<file path="src/rtl/bxd_pkg.sv">
package bxd_pkg;

  typedef enum logic {
    BXD_GATHER  = 1'b0,
    BXD_SCATTER = 1'b1
  } bxd_op_e;

  typedef enum logic {
    ST_IDLE = 1'b0,
    ST_RUN  = 1'b1
  } bxd_state_e;

  // Pointer advance for one mask position: returns {read_inc, write_inc}.
  // Gather walks the source on every position and writes only on set bits;
  // scatter walks the result on every position and reads only on set bits.
  function automatic logic [1:0] bxd_ptr_inc(input bxd_op_e op, input logic sel);
    logic rd_inc;
    logic wr_inc;
    if (op == BXD_GATHER) begin
      rd_inc = 1'b1;
      wr_inc = sel;
    end else begin
      rd_inc = sel;
      wr_inc = 1'b1;
    end
    return {rd_inc, wr_inc};
  endfunction

endpackage

</file>
<file path="src/rtl/bxd_ctrl.sv">
module bxd_ctrl
  import bxd_pkg::*;
(
  input  logic clk,
  input  logic rst,
  input  logic start,
  input  logic mask_nz,
  output logic load_en,
  output logic step_en,
  output logic busy,
  output logic done
);

  bxd_state_e state_q;
  logic       finish;

  assign busy    = (state_q == ST_RUN);
  assign load_en = start && (state_q == ST_IDLE);
  assign step_en = busy && mask_nz;
  assign finish  = busy && !mask_nz;

  always_ff @(posedge clk) begin
    if (rst) begin
      state_q <= ST_IDLE;
      done    <= 1'b0;
    end else begin
      done <= finish;
      case (state_q)
        ST_IDLE: if (load_en) state_q <= ST_RUN;
        ST_RUN:  if (finish)  state_q <= ST_IDLE;
        default: state_q <= ST_IDLE;
      endcase
    end
  end


  done_pulse_chk: assert property (@(posedge clk) disable iff (rst)
    done |=> !done);


  finish_done_chk: assert property (@(posedge clk) disable iff (rst)
    (busy && !mask_nz) |=> (done && !busy));

endmodule

</file>
<file path="src/rtl/bxd_path.sv">
module bxd_path
  import bxd_pkg::*;
#(
  parameter int W = 32
) (
  input  logic         clk,
  input  logic         rst,
  input  logic         load_en,
  input  logic         step_en,
  input  logic         op_in,
  input  logic [W-1:0] src_in,
  input  logic [W-1:0] mask_in,
  output logic [W-1:0] result,
  output logic         mask_nz
);

  localparam int IW = $clog2(W);
  localparam int PW = IW + 1;

  bxd_op_e       op_q;
  logic [W-1:0]  src_q;
  logic [W-1:0]  mask_q;
  logic [W-1:0]  res_q;
  logic [PW-1:0] rd_ptr;
  logic [PW-1:0] wr_ptr;
  logic [1:0]    inc;
  logic          sel;

  assign sel     = mask_q[0];
  assign inc     = bxd_ptr_inc(op_q, sel);
  assign mask_nz = |mask_q;
  assign result  = res_q;

  always_ff @(posedge clk) begin
    if (rst) begin
      op_q   <= BXD_GATHER;
      src_q  <= '0;
      mask_q <= '0;
      res_q  <= '0;
      rd_ptr <= '0;
      wr_ptr <= '0;
    end else if (load_en) begin
      op_q   <= bxd_op_e'(op_in);
      src_q  <= src_in;
      mask_q <= mask_in;
      res_q  <= '0;
      rd_ptr <= '0;
      wr_ptr <= '0;
    end else if (step_en) begin
      mask_q <= mask_q >> 1;
      if (sel) res_q[wr_ptr[IW-1:0]] <= src_q[rd_ptr[IW-1:0]];
      rd_ptr <= rd_ptr + PW'(inc[1]);
      wr_ptr <= wr_ptr + PW'(inc[0]);
    end
  end


  src_hold_chk: assert property (@(posedge clk) disable iff (rst)
    !load_en |=> ($stable(src_q) && $stable(op_q)));


  step_nz_chk: assert property (@(posedge clk) disable iff (rst)
    step_en |-> (mask_q != '0 && rd_ptr < PW'(W) && wr_ptr < PW'(W)));


  pop_bound_chk: assert property (@(posedge clk) disable iff (rst)
    $countones(res_q) <= int'(wr_ptr));

endmodule

</file>
<file path="src/rtl/bxd_unit.sv">
module bxd_unit
  import bxd_pkg::*;
#(
  parameter int W = 32
) (
  input  logic         clk,
  input  logic         rst,
  input  logic         start,
  input  logic         op,
  input  logic [W-1:0] src,
  input  logic [W-1:0] mask,
  output logic [W-1:0] result,
  output logic         done,
  output logic         busy
);

  logic load_en;
  logic step_en;
  logic mask_nz;

  bxd_ctrl u_ctrl (
    .clk     (clk),
    .rst     (rst),
    .start   (start),
    .mask_nz (mask_nz),
    .load_en (load_en),
    .step_en (step_en),
    .busy    (busy),
    .done    (done)
  );

  bxd_path #(.W(W)) u_path (
    .clk     (clk),
    .rst     (rst),
    .load_en (load_en),
    .step_en (step_en),
    .op_in   (op),
    .src_in  (src),
    .mask_in (mask),
    .result  (result),
    .mask_nz (mask_nz)
  );


  start_clear_chk: assert property (@(posedge clk) disable iff (rst)
    (start && !busy) |=> (busy && result == '0));


  result_hold_chk: assert property (@(posedge clk) disable iff (rst)
    (!busy && !start) |=> $stable(result));


  done_idle_chk: assert property (@(posedge clk) disable iff (rst)
    done |-> !busy);

endmodule

</file>
<file path="config.mk">
export PLATFORM = sky130hd
export DESIGN_NAME = bxd_unit
export DESIGN_NICKNAME = d
export VERILOG_FILES = /design/src/rtl/bxd_pkg.sv /design/src/rtl/bxd_ctrl.sv /design/src/rtl/bxd_path.sv /design/src/rtl/bxd_unit.sv
export SDC_FILE = /design/constraint.sdc
export NUM_CORES = 1
export LEC_CHECK = 0
export BUFFER_PORTS_ARGS = -buffer_cell sky130_fd_sc_hd__buf_2
export CELL_PAD_IN_SITES_DETAIL_PLACEMENT = 1
export CELL_PAD_IN_SITES_GLOBAL_PLACEMENT = 1
export CORE_ASPECT_RATIO = 1.5
export CORE_MARGIN = 2
export CORE_UTILIZATION = 30
export CTS_CLUSTER_SIZE = 16
export DETAILED_ROUTE_END_ITERATION = 10
export GPL_ROUTABILITY_DRIVEN = 0
export PLACE_DENSITY_LB_ADDON = 0.1
export SYNTH_ARGS = -nofsm -noshare
export SYNTH_HDL_FRONTEND = slang
export SYNTH_SLANG_ARGS = --single-unit
</file>
<file path="constraint.sdc">
create_clock -name clk -period 1.97 [get_ports clk]
set_clock_uncertainty 0.05 [all_clocks]
set_input_delay 0.197 -clock clk [delete_from_list [all_inputs] [get_ports clk]]
set_output_delay 0.197 -clock clk [all_outputs]
set_load 0.01 [all_outputs]
</file>
==> flow_metrics.py <==
metrics = {
    "floorplanning": {
        "initial_utilization_pct": 30.6,
        "die_h_um": 156,
        "rows": 55,
        "dieArea_mm2": 0.0164,
        "ios": 102,
        "coreArea_mm2": 0.0151,
        "dieWidth_um": 105,
    },
    "yosys": {
        "synthArstFlopShare_pct": 0,
        "synth_mux_area_share_pct": 4.12,
        "synth_compound_area_share_pct": 19.3,
        "synth_warnings": 0,
        "ys_seq_elements": 109,
        "synth_xor_area_share_pct": 1.14,
        "synth_simple_gate_area_share_pct": 22.8,
        "synth_cell_type_count": 43,
        "syn_inst": 546,
        "syn_area_mm2": 0.00461,
        "synth_top_family_by_area": "simple AND/OR/NAND/NOR gates",
        "synthTopCellsByArea": "dfxtp_1, nand2_1, a21oi_1",
        "synthesis.nets": 618,
        "synth-edff-count": 0,
        "ys_seq_area_share_pct": 47.3,
        "syn_avg_cell_area_um2": 8.45,
        "synth_fa_ha_area_share_pct": 1.08,
        "synth_top_area_share_pct": 47.3,
        "yosys.area.top_type": "dfxtp_1",
        "synthFlopType": "dfxtp_1",
    },
    "detailed_routing": {
        "antenna_left": 0,
        "via_count": 4379,
        "drcViolationCount": 0,
        "viasPerCell": 5.10,
        "finalWirelength_mm": 13.9,
        "wire_per_inst_um": 16.2,
        "dr.pass1.iters": 5,
        "drtIter0Drc": 199,
    },
    "worst_setup_path": {
        "crit_type": "flop to flop",
        "crit_path_start_kind": "flop",
        "ff2ff_path_depth": 8,
        "worstPathRequired_ps": 2150,
        "arrival_ps": 2160,
        "path_max_fanout": 8,
        "critPathCaptureType": "flop",
    },
    "grt": {
        "grt_overflow": 0,
        "grt_max_degree": 69,
        "grt_use_total_pct": 17.2,
        "grt_pass1_wl_mm": 22.7,
        "grt_pass1_vias": 4448,
        "antenna_found_initial": 0,
    },
    "placed_design": {
        "dpl_worst_slack_ps": -190,
        "portBuffers": 101,
        "dp.final_hpwl_mm": 9.99,
    },
    "clocking": {
        "cts_buffers": 9,
        "cts_root_buf": "clkbuf_16",
        "cts_tree": "yes",
        "path_clk_slew_ps": 70,
        "cts_buffer_depth": 2,
        "h-tree-depth": 3,
        "clk_latency_ps": 350,
        "hold_buffers": 0,
        "cts_sinks": 109,
    },
    "cells_and_area": {
        "area_growth_pct": 29.1,
        "fillCellCount": 1840,
        "drive_above_1_share_pct": 28.2,
        "postLayoutCoreUtil_pct": 39.5,
        "multi_input_area_mm2": 0.00235,
        "layout_commonest_cell": "nand2_1",
        "fin_nets": 728,
        "diodes": 0,
        "seqCellArea_mm2": 0.00219,
        "layout_common_cells": "nand2_1, dfxtp_1, buf_2",
    },
    "hold_path": {
        "hold_path_depth": 3,
        "hp-class": "input port to flop",
    },
    "timing": {
        "setup_tns_ps": -44.1,
        "rsz0062_at_grt": "yes",
        "period_share_pct": 101,
        "setup_violations": 8,
        "hold_viol": 0,
        "worst_slack_ps": -14.7,
        "relSlewSlack_pct": 51.5,
        "hold_ws_ps": 35.9,
        "max_freq_ghz": 0.504,
        "period_needed_ps": 1980,
        "drv_slew": 0,
        "worstMarginPinSlew_ps": 728,
    },
    "power_and_ir_drop": {
        "power.density_mw_per_mm2": 792,
        "p_leak_uw": 0.00231,
        "ir_worst_vdd_uv": 410,
        "finalPower_uw": 4720,
    },
    "outcome": {
        "status": "complete, but fails checks",
        "violations": "negative setup slack",
    },
    "job": {
        "maxCapViolCount": 0,
    },
}
-- kinds of logic after synthesis --
kind of cell,after synthesis
multiplexers,10
AND/OR/NAND/NOR,230
flip-flops,109
XOR/XNOR,6
adder cells (fa/ha/maj),4
AO/OA/AOI/OAI,144
buffers and inverters,43
-- flip-flops by register name (all words and copies together), names as in the netlist --
register,flops
u_ctrl.busy,1
u_ctrl.done,1
u_path.mask_q,32
u_path.op_q,1
u_path.rd_ptr,5
u_path.result,32
u_path.src_q,32
u_path.wr_ptr,5
-- metal layers --
layer  global-route usage (%)  vias up  wire length [um]
met5                        0        -                 0
met4                     4.89        0               142
met3                     3.34       11               502
met2                     31.7       85              7480
met1                     20.0     2116              5820
li1                         -     2167                 -
-- final timing paths --
check                    start  slack, ps                 to
max           u_path.rd_ptr[0]        -10   u_path.result[0]
min                    src[24]         40   u_path.src_q[24]
min reg2reg  u_path.result[21]        410  u_path.result[21]
max reg2reg   u_path.rd_ptr[0]        -10   u_path.result[0]
-- synthesized netlist by cell type (all sizes together) (3+ instances only) --
| master | n |
|---|---|
| a21oi | 68 |
| a22oi | 31 |
| a32o | 8 |
| and2 | 4 |
| and3 | 4 |
| buf | 16 |
| clkbuf | 26 |
| dfxtp | 109 |
| ha | 4 |
| mux2i | 4 |
| mux4 | 6 |
| nand2 | 118 |
| nand2b | 4 |
| nand3 | 58 |
| nor2 | 15 |
| nor2b | 3 |
| nor3 | 3 |
| nor4 | 8 |
| o211ai | 4 |
| o21ai | 25 |
| xor2 | 6 |
-- critical path: stages (launching register included) --
cell	delay (ps)
dfxtp_4	360
buf_4	130
mux4_2	510
a22oi_2	230
nand4b_4	130
buf_4	170
nand3_2	90
buf_12	120
o21ai_0	90
-- metrics by stage --
stage	cells	cell area, um^2
floorplan	546	4620
global placement	840	5530
detailed placement	840	5530
CTS	855	5840
global route	859	5960
finish	859	5960
-- power by group --
part           total, uW  switching, uW  internal (uW)
combinational        561            318            243
sequential          2380           78.1           2300
clock               1780            804            979
total               4720           1200           3520
-- final cells by class --
type,instances,area share (%)
repair buffers,141,14.8
clock buffers,11,3.91
inverters,1,0.0630
well taps,199,4.18
flip-flops and latches,109,36.7
multi-input cells,394,39.5
clock inverters,4,0.840
-- timing repair --
item / 4_1_cts / 5_1_grt
setup endpoints to repair: 32 / 65
gates resized for setup: 5 / 24
buffers inserted: 0 / 4
pin swaps: 0 / 18
Power figures use the tool's default switching activity.
